[src/rtl/bsq_pkg.sv]
package bsq_pkg;
   localparam int GATE_HI = 0;
   localparam int GATE_LO = 1;
   localparam int GATE_N  = 2;

   function automatic int opposite_gate(input int g);
      return (GATE_N - 1) - g;
   endfunction
endpackage

[src/rtl/bsq_phase_timer.sv]
module bsq_phase_timer #(
   parameter int PERIOD_TICKS = 16,
   localparam int PH_W = $clog2(PERIOD_TICKS)
) (
   input  logic            clk,
   input  logic            rst_n,
   output logic [PH_W-1:0] phase_o,
   output logic            last_tick_o,
   output logic            mid_pre_o
);
   localparam logic [PH_W-1:0] PH_LAST = PH_W'(PERIOD_TICKS - 1);
   localparam logic [PH_W-1:0] PH_MIDP = PH_W'(PERIOD_TICKS / 2 - 1);

   logic [PH_W-1:0] phase_q;

   always_ff @(posedge clk or negedge rst_n) begin
      if (!rst_n)                phase_q <= '0;
      else if (phase_q == PH_LAST) phase_q <= '0;
      else                       phase_q <= phase_q + 1'b1;
   end

   assign phase_o     = phase_q;
   assign last_tick_o = (phase_q == PH_LAST);
   assign mid_pre_o   = (phase_q == PH_MIDP);

   a_r1_phase_wrap: assert property (@(posedge clk) disable iff (!rst_n)
      last_tick_o |=> (phase_o == '0));
endmodule

[src/rtl/bsq_pwm_core.sv]
module bsq_pwm_core #(
   parameter int ON_LIMIT = 20,
   localparam int CNT_W = $clog2(ON_LIMIT)
) (
   input  logic clk,
   input  logic rst_n,
   input  logic run_i,
   input  logic last_tick_i,
   input  logic mid_pre_i,
   input  logic cmp_trip_i,
   input  logic ss_done_i,
   output logic pwm_o,
   output logic armed_o
);
   localparam logic [CNT_W-1:0] RUN_TOP = CNT_W'(ON_LIMIT - 1);

   logic             pwm_q, armed_q;
   logic [CNT_W-1:0] run_cnt_q;
   logic             force_clr;

   assign force_clr = (run_cnt_q == RUN_TOP) && mid_pre_i;

   always_ff @(posedge clk or negedge rst_n) begin
      if (!rst_n)               pwm_q <= 1'b0;
      else if (!run_i)          pwm_q <= 1'b0;
      else if (last_tick_i)     pwm_q <= !cmp_trip_i;
      else if (cmp_trip_i || force_clr) pwm_q <= 1'b0;
   end

   always_ff @(posedge clk or negedge rst_n) begin
      if (!rst_n)                                 run_cnt_q <= '0;
      else if (!run_i || !pwm_q)                  run_cnt_q <= '0;
      else if (last_tick_i && run_cnt_q != RUN_TOP) run_cnt_q <= run_cnt_q + 1'b1;
   end

   always_ff @(posedge clk or negedge rst_n) begin
      if (!rst_n) armed_q <= 1'b0;
      else        armed_q <= run_i && (armed_q || pwm_q || ss_done_i);
   end

   assign pwm_o   = pwm_q;
   assign armed_o = armed_q;

   a_r4_force_mid: assert property (@(posedge clk) disable iff (!rst_n)
      (run_cnt_q == RUN_TOP && mid_pre_i) |=> !pwm_o);
   a_r4_count_restart: assert property (@(posedge clk) disable iff (!rst_n)
      !pwm_o |=> (run_cnt_q == '0));
   a_r9_disarm: assert property (@(posedge clk) disable iff (!rst_n)
      !run_i |=> (!armed_o && !pwm_o));
endmodule

[src/rtl/bsq_gate_lane.sv]
module bsq_gate_lane #(
   parameter int DT_W = 4
) (
   input  logic            clk,
   input  logic            rst_n,
   input  logic            req_i,
   input  logic            other_on_i,
   input  logic [DT_W-1:0] other_low_cnt_i,
   input  logic [DT_W-1:0] dead_cfg_i,
   output logic            on_o,
   output logic [DT_W-1:0] low_cnt_o
);
   localparam logic [DT_W-1:0] CNT_MAX = '1;

   logic            on_q, permit;
   logic [DT_W-1:0] low_cnt_q;

   assign permit = req_i && !other_on_i && (other_low_cnt_i >= dead_cfg_i);

   always_ff @(posedge clk or negedge rst_n) begin
      if (!rst_n) on_q <= 1'b0;
      else        on_q <= permit;
   end

   always_ff @(posedge clk or negedge rst_n) begin
      if (!rst_n)                 low_cnt_q <= CNT_MAX;
      else if (on_q)              low_cnt_q <= '0;
      else if (low_cnt_q != CNT_MAX) low_cnt_q <= low_cnt_q + 1'b1;
   end

   assign on_o      = on_q;
   assign low_cnt_o = low_cnt_q;

   a_r7_other_low: assert property (@(posedge clk) disable iff (!rst_n)
      $rose(on_o) |-> !$past(other_on_i));
endmodule

[src/rtl/buck_gate_seq.sv]
module buck_gate_seq #(
   parameter int PERIOD_TICKS = 16,
   parameter int ON_LIMIT     = 20,
   parameter int DT_W         = 4,
   parameter bit SW_SENSE_EN  = 1'b1
) (
   input  logic            clk,
   input  logic            rst_n,
   input  logic            enable_i,
   input  logic            cmp_trip_i,
   input  logic            ss_done_i,
   input  logic            therm_trip_i,
   input  logic            sw_high_i,
   input  logic [DT_W-1:0] dead_cfg_i,
   output logic            gh_o,
   output logic            gl_o
);
   import bsq_pkg::*;

   localparam int PH_W = $clog2(PERIOD_TICKS);

   generate
      if (PERIOD_TICKS < 4 || (PERIOD_TICKS % 2) != 0) begin : g_bad_period
         $error("PERIOD_TICKS must be even and at least 4");
      end
      if (ON_LIMIT < 2) begin : g_bad_limit
         $error("ON_LIMIT must be at least 2");
      end
      if (DT_W < 1) begin : g_bad_dt
         $error("DT_W must be at least 1");
      end
   endgenerate

   logic            run;
   logic [PH_W-1:0] phase;
   logic            last_tick, mid_pre;
   logic            pwm_q, armed_q;
   logic            lo_sense_ok;
   logic            gate_req [GATE_N];
   logic            gate_on  [GATE_N];
   logic [DT_W-1:0] low_cnt  [GATE_N];
   logic            phase_unused;

   assign run          = enable_i && !therm_trip_i;
   assign phase_unused = ^phase;

   bsq_phase_timer #(.PERIOD_TICKS(PERIOD_TICKS)) u_timer (
      .clk         (clk),
      .rst_n       (rst_n),
      .phase_o     (phase),
      .last_tick_o (last_tick),
      .mid_pre_o   (mid_pre)
   );

   bsq_pwm_core #(.ON_LIMIT(ON_LIMIT)) u_pwm (
      .clk         (clk),
      .rst_n       (rst_n),
      .run_i       (run),
      .last_tick_i (last_tick),
      .mid_pre_i   (mid_pre),
      .cmp_trip_i  (cmp_trip_i),
      .ss_done_i   (ss_done_i),
      .pwm_o       (pwm_q),
      .armed_o     (armed_q)
   );

   generate
      if (SW_SENSE_EN) begin : g_sense
         assign lo_sense_ok = !sw_high_i;
      end else begin : g_nosense
         logic sense_unused;
         assign sense_unused = sw_high_i;
         assign lo_sense_ok  = 1'b1;
      end
   endgenerate

   assign gate_req[GATE_HI] = run && pwm_q;
   assign gate_req[GATE_LO] = run && armed_q && !pwm_q && lo_sense_ok;

   generate
      for (genvar g = 0; g < GATE_N; g++) begin : g_lane
         localparam int OTHER = opposite_gate(g);
         bsq_gate_lane #(.DT_W(DT_W)) u_lane (
            .clk             (clk),
            .rst_n           (rst_n),
            .req_i           (gate_req[g]),
            .other_on_i      (gate_on[OTHER]),
            .other_low_cnt_i (low_cnt[OTHER]),
            .dead_cfg_i      (dead_cfg_i),
            .on_o            (gate_on[g]),
            .low_cnt_o       (low_cnt[g])
         );
      end
   endgenerate

   assign gh_o = gate_on[GATE_HI];
   assign gl_o = gate_on[GATE_LO];

   a_r8_no_overlap: assert property (@(posedge clk) disable iff (!rst_n)
      !(gh_o && gl_o));
   a_r9_trip_off: assert property (@(posedge clk) disable iff (!rst_n)
      therm_trip_i |=> (!gh_o && !gl_o));
   a_r10_disable_off: assert property (@(posedge clk) disable iff (!rst_n)
      !enable_i |=> (!gh_o && !gl_o));
   a_r6_low_armed: assert property (@(posedge clk) disable iff (!rst_n)
      $rose(gl_o) |-> $past(armed_q));
   a_r11_sense: assert property (@(posedge clk) disable iff (!rst_n)
      $rose(gl_o) |-> !$past(sw_high_i));
   a_r7_break_before: assert property (@(posedge clk) disable iff (!rst_n)
      $rose(gh_o) |-> !$past(gl_o));
endmodule

[config.mk]
export PLATFORM = sky130hd
export DESIGN_NAME = buck_gate_seq
export DESIGN_NICKNAME = d
export VERILOG_FILES = /design/src/rtl/bsq_pkg.sv /design/src/rtl/bsq_phase_timer.sv /design/src/rtl/bsq_pwm_core.sv /design/src/rtl/bsq_gate_lane.sv /design/src/rtl/buck_gate_seq.sv
export SDC_FILE = /design/constraint.sdc
export NUM_CORES = 1
export LEC_CHECK = 0
export ABC_AREA = 1
export BUFFER_PORTS_ARGS = -buffer_cell sky130_fd_sc_hd__buf_2
export CAP_MARGIN = 20
export CORE_UTILIZATION = 57
export DETAILED_ROUTE_END_ITERATION = 10
export PLACE_DENSITY = 0.78
export SETUP_SLACK_MARGIN = 0.05
export SYNTH_ARGS = -nofsm -noshare
export SYNTH_HDL_FRONTEND = slang
export SYNTH_SLANG_ARGS = --single-unit
[constraint.sdc]
create_clock -name clk -period 1.8 [get_ports clk]
set_clock_uncertainty 0.2 [all_clocks]
set_input_delay 0.36 -clock clk [delete_from_list [all_inputs] [get_ports clk]]
set_output_delay 0.36 -clock clk [all_outputs]
set_load 0.01 [all_outputs]
; ---- After elaboration in Yosys (flattened, before gate mapping)
; Index checks and enable logic that the tools add are counted.
[op_classes]
n_addsub = 4
n_reduce_logical = 26
order_cmp = 2
n_mux = 10
n_eq_ne = 7
[op_table]
columns = op, count
row1 = 4-bit two-way mux, 5
row2 = "4-bit by 1-bit adder with 4-bit output, second input constant", 3
row3 = 1-bit logical AND, 12
row4 = 5-bit two-way mux, 2
row5 = 4-bit greater-or-equal comparator, 2
row6 = "4-bit != test, second input constant", 2
row7 = 1-bit zero test, 7
row8 = 2-bit nonzero test, 3
row9 = "5-bit by 1-bit adder with 5-bit output, second input constant", 1
row10 = "5-bit == test, second input constant", 1
row11 = "5-bit != test, second input constant", 1
row12 = "4-bit by 3-bit == test with 1-bit output, second input constant", 1
row13 = "4-bit == test, second input constant", 1
row14 = 1-bit logical OR, 4
row15 = 1-bit two-way mux, 3
row16 = "3-bit by 1-bit != test with 1-bit output, second input constant", 1
[totals]
input_bits = 11
wordCells = 57
output_inout_bits = 2
ff_bits = 21

; ---- Logic depth before layout (Yosys ltp)
; Gate-level depths: netlist of the first run.
[depth]
ltp_word = 7
depth_mapped = 8

; ---- Hierarchy
; From an unflattened synthesis of the first run, not the netlist that was laid out.
[hier_totals]
cells_unflattened = 164
area_unflattened_um2 = 1303.8
[modules_own_cells]
columns = mod, n_inst, cells_per_inst, area_each_um2
row1 = bsq_gate_lane, 2, 47, 362.8
row2 = bsq_pwm_core, 1, 46, 367.9
row3 = bsq_phase_timer, 1, 16, 173.9
row4 = buck_gate_seq, 1, 8, 36.3

; ---- Worst setup path before layout of the first run
; OpenSTA, ideal clock, no wires.
[synth_path]
kind = register -> register
start = reg g_lane[1].u_lane.low_cnt_q[3]
end = reg g_lane[0].u_lane.on_q
path_stages_with_launch = 8
slack_ns = 0.437
required_ns = 1.487
arrival_ns = 1.050
n_path_buf = 0
period_less_slack_ns = 1.363
path_cell_list = dfstp_2 ha_1 nand2_1 inv_1 nand3_1 nand3_1 nand2_1 inv_1
[synth_between]
elab_chain_len = 2
[synth_lines]
columns = element, line_no
row1 = "start, declared", bsq_gate_lane.sv:16  ; logic [DT_W-1:0] low_cnt_q;
row2 = "start signal, assigned", bsq_gate_lane.sv:28  ; else if (low_cnt_q != CNT_MAX) low_cnt_q <= low_cnt_q + 1'b1;
row3 = 4-bit greater-or-equal comparator, bsq_gate_lane.sv:18  ; assign permit = req_i && !other_on_i && (other_low_cnt_i >= dead_cfg_i);
row4 = 1-bit logical AND, bsq_gate_lane.sv:18
row5 = net g_lane[0].u_lane.permit, bsq_gate_lane.sv:15  ; logic on_q, permit;
row6 = "end signal, assigned", bsq_gate_lane.sv:22  ; else on_q <= permit;
row7 = "end, declared", bsq_gate_lane.sv:15
; The timed path passes the listed nets, and every way through them passes these cells.
; A chain may end at the register's enable or synchronous reset.

; ---- Worst setup path in the final report of the first run
[layout_path]
start = reg u_pwm.run_cnt_q[0]
end = reg u_pwm.run_cnt_q[1]
[layout_between]
elab_chain_len = 3
elab_cells_between_ends = 6
classes_between = add/sub (1) / eq/ne (1) / mux (2) / reduce/logical (2)
[layout_lines]
columns = element, line_no
row1 = "start, declared", bsq_pwm_core.sv:18  ; logic [CNT_W-1:0] run_cnt_q;
row2 = "start signal, assigned", bsq_pwm_core.sv:33  ; else if (last_tick_i && run_cnt_q != RUN_TOP) run_cnt_q <= run_cnt_q + 1'b1;
row3 = 5-bit by 1-bit adder with 5-bit output / 5-bit != test (equally long branches), bsq_pwm_core.sv:33
row4 = 5-bit two-way mux / 1-bit logical AND (equally long branches), bsq_pwm_core.sv:33
row5 = 5-bit two-way mux / 2-bit nonzero test (equally long branches), -
; Several ways; a longest one is shown, not always the timed one. The select of a mux whose other input is x is not followed.

==> results of run 1 <==
[worst max-delay path by stage]
stage / from / endpoint / depth (start not counted)
2_1_floorplan: g_lane[1].u_lane.low_cnt_o[3]$_DFFE_PN1P_ / g_lane[0].u_lane.on_o$_DFF_PN0_ / 7
3_5_place_dp: u_pwm.run_cnt_q[0]$_DFFE_PN0P_ / u_pwm.run_cnt_q[2]$_DFFE_PN0P_ / 8
5_1_grt: g_lane[1].u_lane.low_cnt_o[1]$_DFFE_PN1P_ / g_lane[1].u_lane.low_cnt_o[1]$_DFFE_PN1P_ / 5
6_report: u_pwm.run_cnt_q[0]$_DFFE_PN0P_ / u_pwm.run_cnt_q[1]$_DFFE_PN0P_ / 8
3_3_place_gp: dead_cfg_i[3] / g_lane[1].u_lane.on_o$_DFF_PN0_ / 9
4_1_cts: u_pwm.run_cnt_q[0]$_DFFE_PN0P_ / u_pwm.run_cnt_q[2]$_DFFE_PN0P_ / 8
[state kept, by name (all words and copies together), names as in the netlist]
signal	count
g_lane.u_lane.low_cnt_o	8
u_pwm.run_cnt_q	5
u_timer.phase_o	4
g_lane.u_lane.on_o	2
u_pwm.armed_o	1
u_pwm.pwm_o	1
[cell type report]
| class | instances | area share [%] |
|---|---|---|
| Inverter | 28 | 7.65 |
| Multi-Input combinational cell | 103 | 43.7 |
| Sequential cell | 21 | 38.5 |
| Clock buffer | 3 | 1.62 |
| Clock inverter | 1 | 0.360 |
| Tap cell | 27 | 2.43 |
| Timing Repair Buffer | 14 | 5.76 |
[kinds of logic after synthesis]
| group | count (synthesis) |
|---|---|
| flops | 21 |
| fa+ha+maj | 12 |
| compound gates | 13 |
| xor+xnor | 2 |
| simple gates | 76 |
| buf+inv | 29 |
[power breakdown]
group | internal [W] | switching, W
Sequential | 0.000632 | 0.0000857
Combinational | 0.000234 | 0.000310
Clock | 0.0000829 | 0.000147
Total | 0.000949 | 0.000543
[synth_stat cells (2+ instances only)]
master	count
nand4_1	2
nor2_1	11
inv_2	2
nand3_1	25
dfrtp_1	13
xor2_1	2
inv_1	24
nand2_1	27
nor3_1	3
dfstp_2	8
nand2_2	2
nor2_4	2
nand2_4	2
a21oi_1	4
o21bai_1	2
ha_1	12
o21ai_0	5
[routing by layer]
metal,up-vias,wire length [um],track usage [%],share of wire [%]
met2,23,1120,41.2,51
met1,488,963,23.4,44
met3,4,74,2.80,3.4
li1,525,-,-,-
met4,0,29,8.82,1.3
met5,-,0,0,0
[worst max-delay path, stage by stage (launching register included)]
cell and delay (ns):
dfrtp_1 0.44, ha_1 0.27, nand2_1 0.08, clkinv_1 0.08
nand2_2 0.08, nand2_4 0.08, inv_2 0.07, nand3_1 0.06
nand2_1 0.07
[cells in the final DEF (no fill, tap or decap), types with 2 or more instances in the layout]
cell / instances
nand2_1: 27
nand3_1: 25
inv_1: 24
dfrtp_1: 13
ha_1: 12
buf_2: 12
nor2_1: 11
dfstp_2: 8
o21ai_0: 5
a21oi_1: 4
nor3_1: 3
clkbuf_4: 3
inv_2: 2
o21bai_1: 2
nor2_4: 2
nand2_4: 2
nand2_2: 2
clkinv_2: 2
xor2_1: 2
nand4_1: 2
dlygate4sd3_1: 2
[stage by stage]
| stage | hold slack, ns | worst slack [ns] | area, um2 |
|---|---|---|---|
| after CTS | 0.0557 | 0.310 | 1390 |
| final | 0.0613 | 0.313 | 1390 |
| after detailed placement | 0.137 | 0.339 | 1340 |
| after floorplan | -0.136 | 0.437 | 1260 |
| after global placement | 0.130 | 0.355 | 1340 |
| after global routing | 0.0893 | 0.204 | 1390 |
==> key figures, run 1 <==
Outcome
  • Status: finished, final reports clean

Setup path
  • FF-to-FF End: u_pwm.run_cnt_q[1]$_DFFE_PN0P_
  • CP required: 1.85 ns
  • Crit path arrival time: about 1.5 ns
  • CP endpoint kind: flip-flop
  • Register-to-Register Path Depth: 8
  • Crit-path max FO: 7
  • Reg2reg start: u_pwm.run_cnt_q[0]$_DFFE_PN0P_
  • CP Class: flip-flop to flip-flop
  • CP startpoint kind: flip-flop
  • FF-to-FF setup slack: 0.31 ns

Clock tree
  • Reg clk slew, reported paths: 0.12 ns
  • CTS tree: built
  • Worst-Skew Late Latency: 0.31 ns
  • CTS max path bufs: 2
  • Htree depth: 1
  • Setup Fix Bufs, Post-CTS: 0
  • CTS hold repair buffers: 2
  • TritonCTS Sinks: 21
  • Post-CTS sizing: 0
  • Num CTS Buffers: 3
  • Root Buffer: clkbuf_4

Timing
  • Slew Limit Fails: 0
  • Final worst path period share: 82.6%
  • FMAX: 673 MHz
  • # setup viols final: 0
  • Worst Tran Pin Value: 0.467 ns
  • Unrepaired setup endpoints after global routing: no
  • Final Hold Vio Count: 0
  • Setup_tns: 0 ns
  • Final Critical Period: 1.49 ns
  • Rel. slew slack: between 60 and 70%

Place
  • Placed insts: around 190
  • Gpl congestion: roughly 0.8
  • Detailed placement HPWL: 1.71 mm
  • PortBufs: 12

Pwr
  • Tot Pwr: around 0.0015 W
  • Pwr dens: 1070 nW/um2
  • Peak supply drop: 0.694 mV
  • Pleak: 0.785 nW

Layout
  • # nets final: 194
  • Reg area: 536 um2
  • Area of the multi-input gates: approximately 610 um2
  • # diodes: 0
  • # fillers: 179
  • Layout cells sized above 1: 20.0%
  • Core Util, Final: 68.8%
  • Layout area overhead: 10.3%
  • Cell Count, Final, Fillers Out: 197

Synth
  • Syn. warnings: 0
  • Synth Area in Compound Gates: 5.86%
  • Post-synth EDFFs: 0
  • Post-synthesis cell count: 153
  • Netlist cell types: 24
  • Most used DFF post-synth: dfrtp_1
  • Post-synthesis async set-or-reset flop share: 100%
  • Mean area per synthesized cell: around 8.2 um2
  • Sequential share of the synthesized area: 42.5%
  • Post-synthesis simple-gate area fraction: 29.0%
  • Adder and majority cell fraction of the synthesized area: a little under an eighth
  • Synth Cell Area: 1260 um2
  • Synth area leaders: dfrtp_1 26%, dfstp_2 17%, ha_1 12%
  • Post-synth top area cell: dfrtp_1
  • Mapped Nets: 176
  • FF+latch count, synth: 21
  • Xor and xnor fraction of the mapped netlist area: 1.39%
  • Post-synthesis mux area share: 0%
  • Largest family of logic cells by synthesized area: simple AND/OR/NAND/NOR gates
  • Post-synth top area share: 25.8%

Floorplan
  • Initial core utilization: ~62%
  • Core area: 2020 um2
  • Rows: 16
  • Die Span Y: 49.0 um
  • Die Area: 2400 um2
  • Chip Width: 49.0 um
  • IO Pins: 13

GRT
  • Vias in the first global route: around 1000
  • Initial antenna violation count: 0
  • Largest net degree at the start of global routing: 22
  • Overflow after GRT: 0
  • Total GRT Usage: about 21%
  • First-pass GRT wire length: 3.92 mm

Routing
  • DRC: 0
  • Final antenna-violating net count: 0
  • Wire per inst: 11.1 um
  • Initial detailed-routing violation count: 9
  • Via count: 1040
  • Vias/cell: 5.28
  • Drt pass-1 iters: 4
  • Drt total wl: 2.19 mm

Min path
  • WHS Endpoint: u_pwm.armed_o$_DFF_PN0_
  • Worst Hold Depth: 3
  • Worst Min Path Start: ss_done_i
  • Hold Crit Class: primary input to flip-flop

Job
  • Maxcap violations: 0
Power figures use the tool's default switching activity.
==> run 2: changes to the inputs <==
- ABC_AREA: 1 -> 0
- CORE_UTILIZATION: 57 -> 51
- PLACE_DENSITY: 0.78 -> 0.74
- clock period: 1.8 -> 1.35 ns (I/O delays scaled with it)
==> key figures, run 2 <==
Outcome
  • Status: finished, violations left
  • Failing checks: setup timing

Timing
  • Slew Limit Fails: 0
  • Worst Tran Pin Value: about 0.48 ns
  • Final worst path period share: 128%
  • FMAX: a little under 600 MHz
  • Rel. slew slack: 68.1%
  • Final Critical Period: approximately 1.7 ns
  • Final setup margin: -0.378 ns
  • Final Hold Vio Count: 0
  • # setup viols final: 17
  • Unrepaired setup endpoints after global routing: yes

Clock tree
  • Worst-Skew Late Latency: roughly 0.32 ns
  • Num CTS Buffers: 3
  • Reg clk slew, reported paths: 0.14 ns
  • Htree depth: 1
  • Root Buffer: clkbuf_4
  • CTS max path bufs: 2
  • CTS tree: built
  • TritonCTS Sinks: 21

Job
  • Maxcap violations: 0

Synth
  • Netlist cell types: 31
  • Post-synth top area cell: dfrtp_1
  • FF+latch count, synth: 21
  • Post-synthesis cell count: 113
  • Count leader, synth: dfrtp_1
  • Synth Cell Area: 1150 um2
  • Mean area per synthesized cell: 10.2 um2
  • Syn. warnings: 0
  • Post-synth EDFFs: 0
  • Synth area leaders: dfrtp_1 28%, dfstp_2 18%, ha_1 13%
  • Sequential share of the synthesized area: between 40% and 50%
  • Post-synth top area share: 28.3%
  • Mapped Nets: 136
  • Commonest cells in the netlist: 13 x dfrtp_1, 12 x ha_1, 11 x nor2_1
  • Most used DFF post-synth: dfrtp_1
  • Post-synthesis async set-or-reset flop share: 100%

GRT
  • First-pass GRT wire length: 5.55 mm
  • Initial antenna violation count: 0
  • Overflow after GRT: 0
  • Total GRT Usage: 30.8%
  • Largest net degree at the start of global routing: 22
  • Vias in the first global route: ~1.2k

Layout
  • Commonest non-fill, non-tap cell in the layout: buf_4
  • Core Util, Final: 93.4%
  • # nets final: a little under 200
  • Layout area overhead: 66.1%
  • Commonest non-fill, non-tap cells in the layout: 31 x buf_4, 12 x dfrtp_1, 12 x buf_6, 10 x buf_2
  • # diodes: 0
  • Max reg flops: 8
  • Layout cells sized above 1: between 60 and 70%

Pwr
  • Gate power share: 60.7%
  • Pwr dens: ~1700 nW/um2
  • P_sw: 0.00129 W
  • Seq pwr share: 29.4%
  • Switching Share: between 30% and 40%
  • Pint: 0.00199 W
  • Peak supply drop: around 1.1 mV
  • Pleak: 0.841 nW
  • Clock Power Share: 10.0%

Setup path
  • Register-to-Register Path Depth: 5
  • CP required: 1.34 ns
  • CP cell instances: inv_1 -> ha_1 -> nand2b_4 -> a2111oi_4 -> a2111oi_2
  • FF-to-FF setup slack: -0.38 ns
  • CP endpoint kind: flip-flop
  • CP startpoint kind: flip-flop
  • Crit path to: g_lane[0].u_lane.on_o$_DFF_PN0_
  • CP startpoint: g_lane[1].u_lane.low_cnt_o[0]$_DFFE_PN1P_
  • CP max stage delay: 0.56 ns
  • Crit path arrival time: about 1.7 ns
  • Reg2reg start: g_lane[1].u_lane.low_cnt_o[0]$_DFFE_PN1P_
  • CP max-delay cell: dfstp_2
  • Crit-path max FO: 2
  • CP Class: flip-flop to flip-flop
  • FF-to-FF End: g_lane[0].u_lane.on_o$_DFF_PN0_

Min path
  • Hold Crit Class: primary input to flip-flop

Floorplan
  • Initial core utilization: 56.3%
  • Die Span Y: 49.5 um
  • Core area: 2040 um2
  • Die Area: 2450 um2
  • Chip Width: 49.5 um
  • Rows: 16
  • IO Pins: 13

Routing
  • Drt pass-1 iters: 4
  • Initial detailed-routing violation count: 60
  • Via count: roughly 1.3k
  • Wire per inst: 22.8 um
  • DRC: 0
  • Final antenna-violating net count: 0
  • Drt total wl: 4.55 mm
  • Vias/cell: 6.28

Place
  • Gpl congestion: 0.859
  • Post-Place Worst Slack: -0.327 ns
  • PortBufs: 12
  • Detailed placement HPWL: 1.96 mm
-- run 2: cells by family (layout without fill, tap and decap cells) --
kind of cell,Yosys count,after routing,synth area share (%)
muxes,2,2,1.74
and+or+nand+nor,43,43,20.9
AOI/OAI and AO/OA,23,23,12.4
adders and majority gates,12,12,13.1
xor gates and xnor gates,3,3,2.29
DFF,21,21,46.6
buffers and inverters,9,69,2.94
-- run 2: what timing repair did --
| item | in CTS | in global routing |
|---|---|---|
| setup buffers | 7 | 11 |
| gates resized for setup | 23 | 32 |
| setup endpoints to repair | 20 | 20 |
| endpoints found under the hold margin | 15 | 0 |
| pin swaps | 7 | 20 |
| hold buffers | 3 | 0 |
-- run 2: critical path, delay by kind of cell (launching register included) --
kind	cells	cell delay [ns]
buffers and inverters	1	0.05
AOI/OAI and AO/OA	2	0.39
DFF	1	0.56
and+or+nand+nor	1	0.15
adders and majority gates	1	0.26
-- run 2: how the worst min path moves through the flow --
| stage | from | endpoint | cells after the start |
|---|---|---|---|
| finish | enable_i | u_pwm.armed_o$_DFF_PN0_ | 4 |
| global route | enable_i | u_pwm.armed_o$_DFF_PN0_ | 4 |
| CTS | enable_i | u_pwm.armed_o$_DFF_PN0_ | 4 |
| detailed placement | rst_n | u_pwm.run_cnt_q[0]$_DFFE_PN0P_ | 1 |
| global placement | rst_n | u_pwm.run_cnt_q[1]$_DFFE_PN0P_ | 1 |
| floorplan | rst_n | g_lane[0].u_lane.on_o$_DFF_PN0_ | 0 |
-- run 2: power groups by stage --
stage / sequential, W / combinational (W) / clock, W
5_1_grt: 0.000966 / 0.00206 / 0.000351
3_5_place_dp: 0.000922 / 0.00111 / 0
2_1_floorplan: 0.000997 / 0.000599 / 0
6_report: 0.000965 / 0.00199 / 0.000327
3_3_place_gp: 0.000917 / 0.00100 / 0
4_1_cts: 0.000919 / 0.00148 / 0.000309
-- run 2: metrics by stage --
step	power [W]	setup TNS, ns	hold slack [ns]	instance area [um2]	cells
global placement	0.00192	-1.16	0.0480	1520	179
floorplan	0.00160	-0.982	-0.226	1220	113
global route	0.00338	-4.15	0.122	1910	200
detailed placement	0.00203	-1.68	0.0531	1520	179
CTS	0.00271	-1.89	0.112	1750	193
finish	0.00328	-3.59	0.124	1910	200
-- run 2: final cells by class --
type	count	area, um2
clock buffer	4	26.3
sequential	21	537
tap	27	33.8
timing repair buffer	57	468
multi-input combinational	83	813
inverter	8	30.0
fill	61	134
-- run 2: metal layers --
layer / up-vias / wire (um) / track usage, %
li1: 534 / - / -
met1: 600 / 1680 / 35.9
met2: 93 / 2300 / 58.4
met3: 29 / 303 / 4.01
met4: 0 / 269 / 8.57
met5: - / 0 / 0
==> run 3: changes to the inputs <==
- ABC_AREA: 0 -> 1
- CELL_PAD_IN_SITES_DETAIL_PLACEMENT: unset -> 0
- CELL_PAD_IN_SITES_GLOBAL_PLACEMENT: unset -> 2
- CORE_UTILIZATION: 51 -> 31
- PLACE_DENSITY: 0.74 -> unset
- PLACE_DENSITY_LB_ADDON: unset -> 0.1
- SETUP_SLACK_MARGIN: 0.05 -> 0.2
==> key figures, run 3 (same netlist as run 1, synthesis figures left out) <==
Setup path
  • CP cell instances: ha_4 -> inv_2 -> o21bai_1 -> nand2_1 -> nand3_2 -> nand2_1 -> inv_1
  • CP max-delay cell: dfstp_2
  • Crit-path max FO: 3
  • CP startpoint kind: flip-flop
  • Crit path arrival time: 1.41 ns
  • CP required: roughly 1.3 ns
  • CP Class: flip-flop to flip-flop
  • CP endpoint kind: flip-flop
  • Worst path most repeated cell: nand2_1
  • FF-to-FF setup slack: -0.1 ns
  • CP max stage delay: around 0.58 ns

Place
  • Placed insts: between 200 and 250
  • PortBufs: 12
  • Gpl congestion: 0.758
  • Post-Place Worst Slack: -0.0748 ns
  • Post-DP Area: 1520 um2
  • Detailed placement HPWL: 1.91 mm

Timing
  • FMAX: a little under 700 MHz
  • # setup viols final: 7
  • Final setup margin: -0.0968 ns
  • Unrepaired setup endpoints after global routing: yes
  • Final Hold Vio Count: 0
  • Rel. slew slack: about four fifths
  • Final Critical Period: 1.45 ns
  • Slew Limit Fails: 0
  • Worst Tran Pin Value: 0.313 ns
  • Final worst path period share: 107%

Routing
  • Final antenna-violating net count: 0
  • Drt pass-1 iters: 4
  • Vias/cell: 4.63
  • Drt total wl: around 2.8 mm
  • Wire per inst: 11.8 um
  • DRC: 0
  • Initial detailed-routing violation count: 32
  • Via count: 1087

Floorplan
  • Initial core utilization: between 30% and 40%
  • Chip Width: 65.8 um
  • Rows: 22
  • IO Pins: 13
  • Core area: 3770 um2
  • Die Area: roughly 4300 um2
  • Die Span Y: between 60 and 70 um

Layout
  • Commonest non-fill, non-tap cell in the layout: nand2_1
  • Core Util, Final: 49.1%
  • # diodes: 0
  • # nets final: roughly 210
  • Commonest non-fill, non-tap cells in the layout: 20 x nand2_1, 17 x inv_1, 15 x buf_4, 13 x nand3_1, 13 x dfrtp_1
  • Max reg flops: 8
  • Layout cells sized above 1: just over 50%
  • Layout area overhead: 47.1%
  • Cell Count, Final, Fillers Out: 235
  • Final Cell Area: 1850 um2

Clock tree
  • Num CTS Buffers: 3
  • Reg clk slew, reported paths: 0.08 ns
  • Worst-Skew Late Latency: 0.26 ns
  • CTS max path bufs: 2
  • TritonCTS Sinks: 21
  • CTS tree: built
  • Htree depth: 1
  • Root Buffer: clkbuf_8

GRT
  • Largest net degree at the start of global routing: 22
  • Initial antenna violation count: 0
  • Vias in the first global route: 1064
  • Total GRT Usage: around 14%
  • Overflow after GRT: 0
  • First-pass GRT wire length: between 4 and 5 mm

Pwr
  • Peak supply drop: around 0.43 mV
  • Tot Pwr: roughly 0.0027 W
  • Pwr dens: 1470 nW/um2
  • Pleak: a little over 0.9 nW

Job
  • Maxcap violations: 0

Outcome
  • Failing checks: setup timing
  • Status: finished, violations left

Min path
  • Hold Crit Class: primary input to flip-flop
==> run 3: changes by cell type in the layout (fill, tap and decap cells not counted), sizes merged, moves of 3 or more <==
cell	before	now
a21oi	7	4
buf	54	28
inv	8	27
nand2	5	31
nand3	6	25
nor2	11	14
nor3	6	3
nor3b	3	0
or3	4	0
==> run 3: repair_timing <==
| action | in CTS | in global routing |
|---|---|---|
| endpoints found under the hold margin | 14 | 0 |
| setup endpoints to repair | 19 | 26 |
| hold buffers | 2 | 0 |
| setup buffers | 2 | 3 |
| gates resized for setup | 17 | 33 |
| pin swaps | 12 | 13 |
==> run 3: report_power, final <==
| group | internal, W | switching [W] |
|---|---|---|
| logic | 0.000685 | 0.000631 |
| registers | 0.000845 | 0.000145 |
| clock network | 0.000210 | 0.000210 |
==> run 3: worst max-delay path: cells and delay by family, from the launching register on <==
kind	cells	cell delay, ns
compound gates	1	0.05
fa+ha+maj	1	0.21
buf+inv	2	0.08
flops	1	0.58
simple gates	3	0.23
==> run 3: metal layers <==
layer,vias to the layer above,share of wire [%],routed length [um],GRT usage [%]
met3,5,2.7,76,2.78
li1,563,-,-,-
met2,10,52,1430,24.5
met4,0,1.6,44,6.52
met5,-,0,0,0
met1,509,44,1220,16.6
==> run 3: worst paths after layout <==
| check | startpoint | end | cells after the start |
|---|---|---|---|
| max in group asynchronous | rst_n | g_lane[0].u_lane.low_cnt_o[0]$_DFFE_PN1P_ | 2 |
| hold reg to reg | g_lane[0].u_lane.on_o$_DFF_PN0_ | g_lane[0].u_lane.low_cnt_o[1]$_DFFE_PN1P_ | 1 |
| min in group asynchronous | rst_n | g_lane[0].u_lane.on_o$_DFF_PN0_ | 2 |
| setup / recovery | g_lane[0].u_lane.low_cnt_o[1]$_DFFE_PN1P_ | g_lane[1].u_lane.on_o$_DFF_PN0_ | 7 |
| hold / removal | ss_done_i | u_pwm.armed_o$_DFF_PN0_ | 3 |
| setup reg to reg | g_lane[0].u_lane.low_cnt_o[1]$_DFFE_PN1P_ | g_lane[1].u_lane.on_o$_DFF_PN0_ | 7 |
==> run 3: metrics by stage <==
step                      TNS, ns  hold WS [ns]
after global routing       -0.866        0.0626
final                      -0.244        0.0385
after floorplan           -0.0112        -0.226
after detailed placement   -0.191        0.0726
after global placement     -0.120        0.0711
after CTS                  -0.231        0.0399
==> run 3: area by class of cell <==
type	instances	area, um2
multi-input combinational	103	876
timing repair buffer	31	218
inverter	28	119
clock buffer	4	45.0
fill	368	1920
tap	48	60.1
sequential	21	536
